## config.mk

```make
export PLATFORM = sky130hd
export DESIGN_NAME = zcfd_timer
export DESIGN_NICKNAME = d
export VERILOG_FILES = /design/src/rtl/zcfd_pkg.sv /design/src/rtl/zcfd_bipolar.sv /design/src/rtl/zcfd_frac_div.sv /design/src/rtl/zcfd_timer.sv
export SDC_FILE = /design/constraint.sdc
export NUM_CORES = 1
export LEC_CHECK = 0
export BUFFER_PORTS_ARGS = -buffer_cell sky130_fd_sc_hd__buf_4
export CELL_PAD_IN_SITES_DETAIL_PLACEMENT = 0
export CELL_PAD_IN_SITES_GLOBAL_PLACEMENT = 1
export CORE_MARGIN = 4
export CORE_UTILIZATION = 42
export DETAILED_ROUTE_END_ITERATION = 16
export GPL_TIMING_DRIVEN = 1
export PLACE_DENSITY = 0.73
export SLEW_MARGIN = 25
export SYNTH_ARGS = -nofsm -noshare
export SYNTH_HDL_FRONTEND = slang
export SYNTH_SLANG_ARGS = --single-unit
export TNS_END_PERCENT = 50
```

## constraint.sdc

```tcl
create_clock -name clk -period 6.2 [get_ports clk]
set_clock_uncertainty 0.1 [all_clocks]
set_input_delay 0.93 -clock clk [delete_from_list [all_inputs] [get_ports clk]]
set_output_delay 0.93 -clock clk [all_outputs]
set_load 0.03 [all_outputs]
```

## src/rtl/zcfd_pkg.sv

```systemverilog
// Shared types for the zero-crossing constant-fraction timing block.
package zcfd_pkg;
    typedef enum logic [1:0] {
        ST_ARMED  = 2'd0,   // waiting for a sample above threshold
        ST_SEARCH = 2'd1,   // armed, looking for the falling crossing
        ST_HOLD   = 2'd2    // event taken, input ignored
    } arm_state_t;
endpackage

```

## src/rtl/zcfd_bipolar.sv

```systemverilog
// Bipolar signal former.
// Keeps the last MAX_DLY accepted samples and presents
//   z = (x >>> shift) - x[k-D]
// for the sample on in_data this cycle. Assumes cfg_delay lies in
// 1..MAX_DLY; any other value selects the oldest tap.
module zcfd_bipolar #(
    parameter int DATA_W  = 14,
    parameter int MAX_DLY = 8,
    parameter int DLY_W   = 4,
    parameter int SHIFT_W = 3,
    parameter int Z_W     = DATA_W + 1
) (
    input  logic                      clk,
    input  logic                      rst_n,
    input  logic                      in_valid,
    input  logic signed [DATA_W-1:0]  in_data,
    input  logic        [DLY_W-1:0]   cfg_delay,
    input  logic        [SHIFT_W-1:0] cfg_shift,
    output logic signed [Z_W-1:0]     z_cur
);
    logic signed [DATA_W-1:0] line_q [MAX_DLY];
    logic signed [DATA_W-1:0] tap;
    logic signed [DATA_W-1:0] scaled;

    // Delay line: shift on every accepted sample only.
    always_ff @(posedge clk) begin
        if (!rst_n) begin
            for (int i = 0; i < MAX_DLY; i++) line_q[i] <= '0;
        end else if (in_valid) begin
            line_q[0] <= in_data;
            for (int i = 1; i < MAX_DLY; i++) line_q[i] <= line_q[i-1];
        end
    end

    // Tap select: one comparator per stage.
    always_comb begin
        tap = line_q[MAX_DLY-1];
        for (int j = 0; j < MAX_DLY; j++) begin
            if (cfg_delay == DLY_W'(j + 1)) tap = line_q[j];
        end
    end

    // Scale by a power of two and subtract the delayed sample.
    always_comb begin
        scaled = in_data >>> cfg_shift;
        z_cur  = Z_W'(scaled) - Z_W'(tap);
    end
endmodule

```

## src/rtl/zcfd_frac_div.sv

```systemverilog
// Restoring divider for the interpolation fraction.
// Produces floor(2^Q_W * num / den) one quotient bit per clock and
// pulses done on the last step. Assumes 0 < num <= den at start;
// num == den then yields all ones. start is never given while busy.
module zcfd_frac_div #(
    parameter int IN_W = 16,
    parameter int Q_W  = 8
) (
    input  logic            clk,
    input  logic            rst_n,
    input  logic            start,
    input  logic [IN_W-1:0] num,
    input  logic [IN_W-1:0] den,
    output logic            busy,
    output logic            done,
    output logic [Q_W-1:0]  quot
);
    localparam int R_W   = IN_W + 1;
    localparam int CNT_W = $clog2(Q_W + 1);

    logic [R_W-1:0]   rem_q, den_q, rem_sh, rem_nx;
    logic [Q_W-1:0]   quot_q;
    logic [CNT_W-1:0] cnt_q;
    logic             busy_q, done_q, sat_q, ge;

    // One restoring step.
    always_comb begin
        rem_sh = {rem_q[R_W-2:0], 1'b0};
        ge     = (rem_sh >= den_q);
        rem_nx = ge ? (rem_sh - den_q) : rem_sh;
    end

    // Step sequencer and result registers.
    always_ff @(posedge clk) begin
        if (!rst_n) begin
            rem_q  <= '0;
            den_q  <= '0;
            quot_q <= '0;
            cnt_q  <= '0;
            busy_q <= 1'b0;
            done_q <= 1'b0;
            sat_q  <= 1'b0;
        end else begin
            done_q <= 1'b0;
            if (start) begin
                rem_q  <= {1'b0, num};
                den_q  <= {1'b0, den};
                quot_q <= '0;
                cnt_q  <= CNT_W'(Q_W);
                busy_q <= 1'b1;
                sat_q  <= (num == den);
            end else if (busy_q) begin
                rem_q  <= rem_nx;
                quot_q <= {quot_q[Q_W-2:0], ge};
                cnt_q  <= cnt_q - 1'b1;
                if (cnt_q == CNT_W'(1)) begin
                    busy_q <= 1'b0;
                    done_q <= 1'b1;
                end
            end
        end
    end

    assign busy = busy_q;
    assign done = done_q;
    assign quot = quot_q;

    // equal operands come out as the largest code.
    a_r6_saturated_code: assert property (@(posedge clk) disable iff (!rst_n)
        (done_q && sat_q) |-> (quot_q == {Q_W{1'b1}}));

    // partial remainder never exceeds the divisor while stepping.
    a_r5_rem_bound: assert property (@(posedge clk) disable iff (!rst_n)
        busy_q |-> (rem_q <= den_q));
endmodule

```

## src/rtl/zcfd_timer.sv

```systemverilog
// Zero-crossing constant-fraction timing discriminator (top).
// Arms on a sample above cfg_thresh, takes the first falling zero
// crossing of the bipolar signal as the event, latches the time stamp
// of the last positive sample and interpolates a FRAC_W-bit fraction.
// After an event, it waits cfg_holdoff accepted samples and for the
// divider to finish before it re-arms. Assumes ts_count is supplied
// alongside each sample.
module zcfd_timer
    import zcfd_pkg::*;
#(
    parameter int DATA_W  = 14,
    parameter int TS_W    = 32,
    parameter int MAX_DLY = 8,
    parameter int SHIFT_W = 3,
    parameter int HOLD_W  = 8,
    parameter int FRAC_W  = 8
) (
    input  logic                                clk,
    input  logic                                rst_n,
    input  logic                                in_valid,
    input  logic signed [DATA_W-1:0]            in_data,
    input  logic        [TS_W-1:0]              ts_count,
    input  logic        [$clog2(MAX_DLY+1)-1:0] cfg_delay,
    input  logic        [SHIFT_W-1:0]           cfg_shift,
    input  logic signed [DATA_W-1:0]            cfg_thresh,
    input  logic        [HOLD_W-1:0]            cfg_holdoff,
    output logic                                out_valid,
    output logic        [TS_W-1:0]              out_coarse,
    output logic        [FRAC_W-1:0]            out_frac
);
    localparam int DLY_W  = $clog2(MAX_DLY + 1);
    localparam int Z_W    = DATA_W + 1;
    localparam int DIV_W  = Z_W + 1;

    arm_state_t               state_q;
    logic [HOLD_W-1:0]        hold_cnt_q;
    logic signed [Z_W-1:0]    z_cur, zprev_q;
    logic [TS_W-1:0]          tsprev_q, coarse_q;
    logic signed [DIV_W-1:0]  den_s;
    logic [DIV_W-1:0]         div_num, div_den;
    logic                     above, falling, eligible, div_start;
    logic                     div_busy, div_done;
    logic [FRAC_W-1:0]        div_quot;

    zcfd_bipolar #(
        .DATA_W (DATA_W),
        .MAX_DLY(MAX_DLY),
        .DLY_W  (DLY_W),
        .SHIFT_W(SHIFT_W),
        .Z_W    (Z_W)
    ) u_bipolar (
        .clk      (clk),
        .rst_n    (rst_n),
        .in_valid (in_valid),
        .in_data  (in_data),
        .cfg_delay(cfg_delay),
        .cfg_shift(cfg_shift),
        .z_cur    (z_cur)
    );

    // Event qualification for the sample on the input this cycle.
    always_comb begin
        above     = (in_data > cfg_thresh);
        falling   = (zprev_q > 0) && (z_cur <= 0);
        eligible  = (state_q == ST_SEARCH) || ((state_q == ST_ARMED) && above);
        div_start = in_valid && falling && eligible;
        den_s     = DIV_W'(zprev_q) - DIV_W'(z_cur);
        div_num   = DIV_W'(zprev_q);
        div_den   = den_s;
    end

    // Arming state, hold-off count and previous-sample history.
    always_ff @(posedge clk) begin
        if (!rst_n) begin
            state_q    <= ST_ARMED;
            hold_cnt_q <= '0;
            zprev_q    <= '0;
            tsprev_q   <= '0;
            coarse_q   <= '0;
        end else begin
            if (in_valid) begin
                zprev_q  <= z_cur;
                tsprev_q <= ts_count;
            end
            case (state_q)
                ST_ARMED:  if (in_valid && above) state_q <= div_start ? ST_HOLD : ST_SEARCH;
                ST_SEARCH: if (div_start) state_q <= ST_HOLD;
                ST_HOLD: begin
                    if (hold_cnt_q == '0 && !div_busy) state_q <= ST_ARMED;
                    else if (in_valid && hold_cnt_q != '0) hold_cnt_q <= hold_cnt_q - 1'b1;
                end
                default:   state_q <= ST_ARMED;
            endcase
            if (div_start) begin
                hold_cnt_q <= cfg_holdoff;
                coarse_q   <= tsprev_q;
            end
        end
    end

    zcfd_frac_div #(
        .IN_W(DIV_W),
        .Q_W (FRAC_W)
    ) u_div (
        .clk  (clk),
        .rst_n(rst_n),
        .start(div_start),
        .num  (div_num),
        .den  (div_den),
        .busy (div_busy),
        .done (div_done),
        .quot (div_quot)
    );

    assign out_valid  = div_done;
    assign out_coarse = coarse_q;
    assign out_frac   = div_quot;

    // a new event never lands on a divide in progress.
    a_r5_no_restart: assert property (@(posedge clk) disable iff (!rst_n)
        div_start |-> !div_busy);

    // the result strobe lasts a single cycle.
    a_r5_single_pulse: assert property (@(posedge clk) disable iff (!rst_n)
        out_valid |=> !out_valid);

    // hold-off is not left while the fraction is still being formed.
    a_r7_hold_until_result: assert property (@(posedge clk) disable iff (!rst_n)
        (state_q == ST_HOLD && div_busy) |=> (state_q == ST_HOLD));

    // the coarse time only moves when a result is being started.
    a_r8_coarse_stable: assert property (@(posedge clk) disable iff (!rst_n)
        (!$past(div_start) && $past(rst_n)) |-> $stable(out_coarse));
endmodule

```

==> results of run 1 <==
[worst max path at each step]
stage / from / to / slack, ps / depth (start not counted)
6_report: cfg_delay[0] / u_div.den_q[14] / 500 / 25
5_1_grt: cfg_delay[0] / u_div.den_q[14] / 60 / 25
4_1_cts: cfg_delay[0] / u_div.den_q[14] / 530 / 25
3_5_place_dp: cfg_delay[0] / u_div.den_q[14] / 10 / 25
3_3_place_gp: cfg_delay[0] / u_div.den_q[14] / 5 / 25
2_1_floorplan: cfg_delay[1] / u_div.den_q[14] / 130 / 25
[worst max-delay path: cells and delay by family]
kind                       cells  cell delay (ps)
xor gates and xnor gates       2              260
adders and majority gates      2              580
and+or+nand+nor                5             1290
buffers and inverters          3              500
AOI/OAI and AO/OA             13             2490
[report_power, final]
group	leakage (uW)	internal (uW)	switching [uW]
Combinational	0.00409	884	1120
Sequential	0.00234	1840	94.4
Clock	0.000476	1090	673
[synth_stat cells (all sizes together), types with 4 or more instances]
master / n / area (um2)
nor2: 141 / 529
nand2b: 11 / 68.8
mux2: 7 / 78.8
a31oi: 9 / 77.6
a21oi: 118 / 591
o22ai: 7 / 43.8
nand2: 70 / 263
a31o: 4 / 43.8
a221oi: 13 / 120
ha: 66 / 826
o2111ai: 5 / 43.8
and2: 30 / 188
or2: 7 / 43.8
nor3: 22 / 135
xor2: 11 / 96.3
o211ai: 10 / 75.1
nand4: 9 / 56.3
o31ai: 4 / 30.0
nand3b: 4 / 30.0
clkbuf: 75 / 282
a211oi: 58 / 445
mux2i: 89 / 891
and3: 89 / 557
inv: 61 / 229
o21ai: 79 / 399
o311a: 4 / 40.0
o21a: 15 / 113
a21boi: 4 / 30.0
edfxtp: 112 / 3360
nor2b: 8 / 50.1
xnor2: 26 / 228
buf: 24 / 164
dfxtp: 135 / 2700
nand3: 53 / 265
a21o: 12 / 90.1
nor4: 6 / 52.6
[stage by stage]
step / utilization, % / power (uW) / instances / setup slack [ps]
floorplan: - / 3390 / 1439 / 125
global placement: 47.9 / 3950 / 1953 / 5.18
detailed placement: 47.9 / 3950 / 1953 / 14.6
CTS: 51.1 / 5740 / 2005 / 535
global route: 51.1 / 6050 / 2005 / 57.6
finish: 51.1 / 5690 / 2005 / 505
[state kept, by name (all words and copies together) (netlist names), 8 cells and up]
register	cells
u_div.den_q	16
u_div.rem_q	16
u_div.quot	8
hold_cnt_q	8
zprev_q	15
out_coarse	32
tsprev_q	32
u_bipolar.line_q	112
[area by class of cell]
| class | instances | area [um2] | share of cell area [%] |
|---|---|---|---|
| Timing Repair Buffer | 178 | 1440 | 8.84 |
| Clock buffer | 35 | 768 | 4.73 |
| Sequential cell | 247 | 6070 | 37.3 |
| Inverter | 62 | 236 | 1.46 |
| Tap cell | 435 | 544 | 3.35 |
| Clock inverter | 17 | 224 | 1.38 |
| Multi-Input combinational cell | 1031 | 6970 | 42.9 |
[logic make-up (layout without fill, tap and decap cells)]
kind of cell             count (synthesis)  count (layout)
multiplexers                            96              96
adder cells (fa/ha/maj)                 69              69
XOR/XNOR                                37              37
AO/OA/AOI/OAI                          366             366
AND/OR/NAND/NOR                        463             463
buffers and inverters                  161             292
flip-flops                             247             247
[routing by layer]
metal / vias up / track usage, %
li1: 5479 / -
met1: 5350 / 29.2
met2: 270 / 30.8
met3: 53 / 4.41
met4: 0 / 4.93
met5: - / 0
==> impl_metrics.yaml, run 1 <==
min_path:
  min_path_cells: 2
  holdCritPathClass: "reg -> reg"
  hold_start: "tsprev_q[21]"
  whs_endpoint: "out_coarse[21]"
die:
  die_x_um: 188
  die_y_um: 188
  start_util_pct: 43.0
  rows: 65
  dieArea_um2: 35500
  core-area_um2: 31800
  io_pins: 119
cts:
  htreeDepth: 1
  cts_made_buffers: 28
  clock_latency_ps: 540
  cts_sinks: 247
  root_buffer: "clkbuf_16"
  cts.reportedPaths.clkPinSlew_ps: 60
  ctsResizeCount: 0
  cts_tree: "yes"
  holdBufCountCts: 0
  clockBufferDepth: 3
  cts_setup_buffers: 0
sta:
  rsz0062_at_grt: "false"
  slew-limit-headroom_pct: 31.1
  max_freq_mhz: 176
  setup_viol: 0
  worstMarginPinSlew_ps: 1030
  fin_crit_sh_pct: 91.9
  final.min_clock_period_ps: 5700
  fin_setup_tns_ps: 0
  whs_ps: 361
  final_hold_viol_count: 0
  drv_slew: 0
layout:
  final_common_cell: "buf_4"
  final_area_um2: 16200
  fillerInstances: 2998
  area_growth_pct: 18.9
  layout_common_cells: "buf_4, nor2_1, dfxtp_1"
  drive_gt1_share_pct: 16.9
  nets: 1695
  antenna_cells: 0
global_route:
  grt_pass1_vias: 11000
  grt_max_degree: 115
  antenna_found_initial: 0
  overflow: 0
  grt_use_total_pct: 20.1
  grt_pass1_wl_um: 59700
synthesis:
  synth_compound_area_share_pct: 17.4
  synth_edf_count: 112
  synth_xor_area_share_pct: 2.37
  synth_top_family_by_area: "compound AO/OA/AOI/OAI gates"
  synth.avg_cell_area_um2: 9.49
  synthMuxAreaShare_pct: 7.10
  postSynth.asyncResetShare_pct: 0
  syn_inst: 1439
  ys_seq_elements: 247
  synth-simple-area-share_pct: 17.3
  netlist_area_um2: 13700
  ys_seq_area_share_pct: 44.4
  synth_warnings: 0
  synth_fp_nets: 1586
  yosys.cell_types.count: 77
  synthAdderAreaFrac_pct: 6.49
  synth-main-ff-cell: "dfxtp_1"
drt:
  drc_errors: 0
  drt_iter0_markers: 699
  m1WireLength_um: 17700
  routed_wl_um: 36500
  wl_met2_um: 15700
  viasPerCell: 5.56
  drt-pass1-iter-count: 5
  route.vias.total: 11200
  ant_nets: 0
  avgRoutedWirePerCell_um: 18.2
  top_layer_used: "met4"
  dr_wl_met3_um: 2230
critical_path:
  worstReg2RegEnd: "u_div.den_q[14]"
  slowest_stage: "or4b_2"
  r2r_setup_slack_ps: 1370
  cp_max_fo: 17
  r2r_cells: 23
  crit_required_ps: 6560
  arrival_ps: 6060
  r2r-start: "u_bipolar.line_q[0][3]"
  slowest_delay_ps: 670
  end_kind: "flip-flop"
  crit_path_start_kind: "primary input"
  crit_top_cell: "a21oi_1"
  path_class: "in -> reg"
power_and_ir_drop:
  leakagePower_uw: 0.00691
  power_density_nw_per_um2: 350
  peakVddDrop_uv: 250
run:
  maxCapViolations: 0
placement:
  placed_area_um2: 15200
  port_buffers: 118
  gp_congestion: 0.813
  dp_hpwl_um: 24100
run_status:
  outcome: "completed"
(Power assumes the default switching activity.)
==> inputs of run 2 (changes only) <==
Clock period 6.2 ns to 4.8 ns, I/O delays scaled along.
==> run 2 against run 1 <==
The run now ends with negative setup slack left. Total power increased by 37%. Final area is 8.4% higher. Count of clock-buffer cells in the layout rose by 6.
==> impl_metrics.yaml, run 2 (synthesized netlist as in run 1, its figures left out) <==
drt:
  ant_nets: 0
  route.vias.total: 11400
  top_layer_used: "met4"
  drt_iter0_markers: 680
  drt-pass1-iter-count: 5
  m1WireLength_um: 16900
  viasPerCell: 5.44
  wl_met2_um: 18300
  drc_errors: 0
  routed_wl_um: 37500
  dr_wl_met3_um: 1640
  avgRoutedWirePerCell_um: 17.9
die:
  io_pins: 119
  start_util_pct: 43.0
  die_y_um: 188
  dieArea_um2: 35500
  core-area_um2: 31800
  die_x_um: 188
  rows: 65
sta:
  max_freq_mhz: 201
  final_hold_viol_count: 0
  setup_viol: 86
  setup_ws_ps: -174
  drv_slew: 0
  slew-limit-headroom_pct: 35.1
  fin_crit_sh_pct: 104
  whs_ps: 317
  rsz0062_at_grt: "true"
  final.min_clock_period_ps: 4970
  worstMarginPinSlew_ps: 973
global_route:
  grt_pass1_vias: 11100
  grt_max_degree: 103
  grt_use_total_pct: 20.0
  overflow: 0
  antenna_found_initial: 0
  grt_pass1_wl_um: 59400
layout:
  regMostFlops: "u_bipolar.line_q"
  fillerInstances: 2836
  area_growth_pct: 28.9
  antenna_cells: 0
  largest_reg_flops: 112
  multi_input_area_um2: 7620
  layout_common_cells: "buf_4, dfxtp_1, nor2_1"
  final_common_cell: "buf_4"
  drive_gt1_share_pct: 27.8
  postLayoutCoreUtil_pct: 55.4
  nets: 1785
  regArea_um2: 6070
critical_path:
  critPathTopFamily: "compound AO/OA/AOI/OAI gates"
  path_class: "in -> reg"
  crit_path_start_kind: "primary input"
  crit_required_ps: 5130
  cp_max_fo: 34
  crit_chain: "buf_8 -> or4b_4 -> buf_12 -> buf_6 -> a211oi_2 -> a21oi_1 -> a211oi_1 -> a21oi_1 -> a211oi_2 -> a221oi_2 -> ha_1 -> a21o_1 -> a2111oi_4 -> a211oi_2 -> o21a_1 -> o311a_1 -> and4bb_4 -> a31oi_4 -> buf_12 -> nor3_1 -> o21a_1"
  crit_top_cell: "a211oi_2"
  slowest_delay_ps: 550
  critPathBufInv: 4
  arrival_ps: 5310
  slowest_stage: "or4b_4"
  end_kind: "flip-flop"
run_status:
  violations: "negative setup slack"
  outcome: "complete, but fails checks"
power_and_ir_drop:
  power_density_nw_per_um2: 443
  leakagePower_uw: 0.00746
  peakVddDrop_uv: 321
cts:
  cts_sinks: 247
  holdBufCountCts: 0
  clockBufferDepth: 3
  cts.reportedPaths.clkPinSlew_ps: 70
  htreeDepth: 1
  cts_tree: "yes"
  cts_made_buffers: 28
  clock_latency_ps: 540
  root_buffer: "clkbuf_16"
placement:
  dp_hpwl_um: 25200
  gp_congestion: 0.863
  port_buffers: 118
  preCtsSetupSlack_ps: -803
run:
  maxCapViolations: 0
min_path:
  holdCritPathClass: "in -> reg"
-- run 2: changes by cell type in the layout (fill, tap and decap cells not counted), moves of 8 or more --
cell / change
buf_6: +8
buf_4: +74
a21oi_2: +8
ha_1: -9
nand3_2: +27
nor2_2: +8
a211oi_1: -18
a211oi_2: +17
a21oi_1: -9
nor2_1: -10
nand3_1: -27
-- run 2: power by group --
part	total, uW	switching, uW	internal [uW]	leakage (uW)
Combinational	3190	1680	1510	0.00467
Clock	2100	858	1250	0.000448
Sequential	2500	131	2370	0.00234
Total	7800	2670	5130	0.00746
-- run 2: repair_timing --
| item | 4_1_cts | 5_1_grt |
|---|---|---|
| setup endpoints to repair | 87 | 88 |
| buffers inserted | 8 | 15 |
| pin swaps | 19 | 33 |
| cloned | 0 | 3 |
| resized for setup | 42 | 51 |
-- run 2: stage by stage --
stage                     setup TNS, ps  power [uW]  cells  instance area, um2
after floorplan                  -12580        4460   1439               14000
after global placement           -53960        5370   2017               16000
after detailed placement         -59910        5410   2017               16000
after CTS                         -20.1        7670   2077               17200
after global routing             -19510        8250   2095               17600
final                             -6340        7800   2095               17600
-- run 2: path summary, 6_finish.rpt --
kind         slack (ps)  depth (start not counted)                startpoint              end
max                -170                         21              cfg_delay[3]  u_div.den_q[10]
min                 320                          3              ts_count[26]     tsprev_q[26]
max reg2reg         380                         18  u_bipolar.line_q[0][102]  u_div.den_q[10]
min reg2reg         360                          2               tsprev_q[1]    out_coarse[1]
-- run 2: worst register-to-register path: stages, from the launching register on --
cell,delay [ps]
edfxtp_1,420
mux2i_2,190
a211oi_2,90
a21oi_1,130
a211oi_1,80
a21oi_1,150
a211oi_2,90
a221oi_2,220
ha_1,290
a21o_1,230
a2111oi_4,430
a211oi_2,160
o21a_1,230
o311a_1,350
and4bb_4,250
a31oi_4,360
buf_12,260
nor3_1,90
o21a_1,180
-- run 2: layout make-up --
type,instances,area share (%)
clock inverter,11,0.462
inverter,62,1.34
tap,435,3.09
multi-input combinational,1032,43.3
sequential,247,34.5
clock buffer,41,4.72
timing repair buffer,267,12.6
-- run 2: routing by layer --
layer	vias to the layer above	GRT usage, %
li1	5643	-
met1	5477	27.1
met2	223	34.5
met3	56	2.91
met4	0	3.70
met5	-	0
==> inputs of run 3 (changes only) <==
--- a/constraint.sdc
+++ b/constraint.sdc
@@ -4,2 +4,2 @@
 set_output_delay 0.72 -clock clk [all_outputs]
-set_load 0.03 [all_outputs]
+set_load 0.005 [all_outputs]
==> run 3 against run 2 <==
Register-to-register slack improved by 70 ps. Final area increased by 3.3%. Routed wire length increased by 6.2%. The run still ends with negative setup slack left. Sequential power about the same. Fmax increased by 0.94%. Final cell count increased by 0.95%. Worst hold slack got worse by 16 ps.
==> impl_metrics.yaml, run 3 (synthesized netlist as in run 1, its figures left out) <==
run_status:
  violations: "negative setup slack"
  outcome: "complete, but fails checks"
global_route:
  grt_pass1_vias: 11400
  grt_pass1_wl_um: 61000
  grt_use_total_pct: 20.7
  antenna_found_initial: 0
  overflow: 0
  grt_max_degree: 99
layout:
  fin_cells: 2115
  fillerInstances: 2811
  multi_input_area_um2: 7850
  regMostFlops: "u_bipolar.line_q"
  largest_reg_flops: 112
  antenna_cells: 0
  postLayoutCoreUtil_pct: 57.2
  layout_common_cells: "buf_4, dfxtp_1, nor2_1"
  final_common_cell: "buf_4"
  final_area_um2: 18200
  area_growth_pct: 33.2
  regArea_um2: 6070
  drive_gt1_share_pct: 31.2
  nets: 1806
sta:
  slew-limit-headroom_pct: 33.4
  final.min_clock_period_ps: 4930
  setup_viol: 54
  fin_crit_sh_pct: 103
  drv_slew: 0
  setup_ws_ps: -128
  max_freq_mhz: 203
  whs_ps: 300
  worstMarginPinSlew_ps: 999
  final_hold_viol_count: 0
  rsz0062_at_grt: "true"
  fin_setup_tns_ps: -1730
placement:
  dp_hpwl_um: 25400
  placed_area_um2: 16000
  port_buffers: 118
  gp_congestion: 0.857
  placed_cells: 2024
run:
  maxCapViolations: 0
die:
  start_util_pct: 43.0
  io_pins: 119
  dieArea_um2: 35500
  die_y_um: 188
  die_x_um: 188
  core-area_um2: 31800
  rows: 65
min_path:
  min_path_cells: 3
  holdCritPathClass: "in -> reg"
  hold_start: "ts_count[21]"
  whs_endpoint: "tsprev_q[21]"
cts:
  clockBufferDepth: 3
  cts_sinks: 247
  clock_latency_ps: 560
  root_buffer: "clkbuf_16"
  cts_tree: "yes"
  holdBufCountCts: 0
  cts_made_buffers: 29
  cts.reportedPaths.clkPinSlew_ps: 60
  htreeDepth: 1
critical_path:
  slowest_stage: "ha_1"
  cp_max_fo: 7
  arrival_ps: 5270
  crit_top_cell: "buf_4"
  r2r_setup_slack_ps: 450
  slowest_delay_ps: 400
  worstReg2RegEnd: "u_div.rem_q[1]"
  crit_path_start_kind: "primary input"
  path_class: "in -> reg"
  r2r_cells: 20
  end_kind: "flip-flop"
  crit_required_ps: 5140
  r2r-start: "u_bipolar.line_q[0][100]"
drt:
  drt-pass1-iter-count: 5
  avgRoutedWirePerCell_um: 18.8
  routed_wl_um: 39800
  route.vias.total: 11600
  ant_nets: 0
  drc_errors: 0
  viasPerCell: 5.49
  drt_iter0_markers: 587
power_and_ir_drop:
  leakagePower_uw: 0.00768
  power_density_nw_per_um2: 446
  peakVddDrop_uv: 301
[run 3: cell types whose count changed in the layout (fill, tap and decap cells not counted), moves of 5 or more]
cell	delta
o21ai_0	-16
o21ai_1	-14
nor2_2	-5
o21ai_2	+28
a21oi_2	+6
clkbuf_16	+5
buf_4	+9
a21oi_1	-6
[run 3: how the worst max path moves through the flow]
stage	slack [ps]	depth (start not counted)	endpoint	start
CTS	-110	21	u_div.rem_q[1]	cfg_delay[3]
detailed placement	-900	23	u_div.den_q[15]	cfg_delay[3]
floorplan	-350	25	u_div.den_q[14]	cfg_delay[1]
finish	-130	25	u_div.rem_q[1]	cfg_delay[1]
global placement	-740	23	u_div.den_q[15]	cfg_delay[3]
global route	-330	26	u_div.den_q[14]	cfg_delay[1]
[run 3: per-stage QoR]
stage | setup WS, ps | power [uW]
after floorplan | -353 | 4440
after global placement | -737 | 5360
after detailed placement | -900 | 5400
after CTS | -108 | 7800
after global routing | -332 | 8560
final | -128 | 8110
[run 3: power by group]
part           leakage (uW)  switching, uW  internal (uW)  total, uW
clock network      0.000470            896           1340       2230
logic               0.00488           1770           1590       3370
registers           0.00234            135           2370       2510
[run 3: metal layers]
metal	wire (um)	share of wire (%)	track usage [%]
met4	1120	2.8	5.41
met3	1780	4.5	3.54
met5	0	0	0
met2	19300	48	34.9
met1	17700	44	27.9
[run 3: worst max-delay path: cells and delay by family]
kind,cells,cell delay (ps)
AOI/OAI and AO/OA,11,2080
buffers and inverters,9,1380
and+or+nand+nor,3,600
adders and majority gates,1,400
muxes,1,70
[run 3: timing repair]
item                       4_1_cts  5_1_grt
resized for setup               32      133
setup endpoints to repair       87       88
pin swaps                       21       47
setup buffers                    7       23
gates cloned                     2        9
[run 3: layout make-up]
class | count | area share [%]
clock buffer | 37 | 4.43
clock inverter | 15 | 0.853
inverter | 62 | 1.29
multi-input combinational | 1032 | 43.1
sequential | 247 | 33.3
tap | 435 | 2.99
timing repair buffer | 287 | 14.0
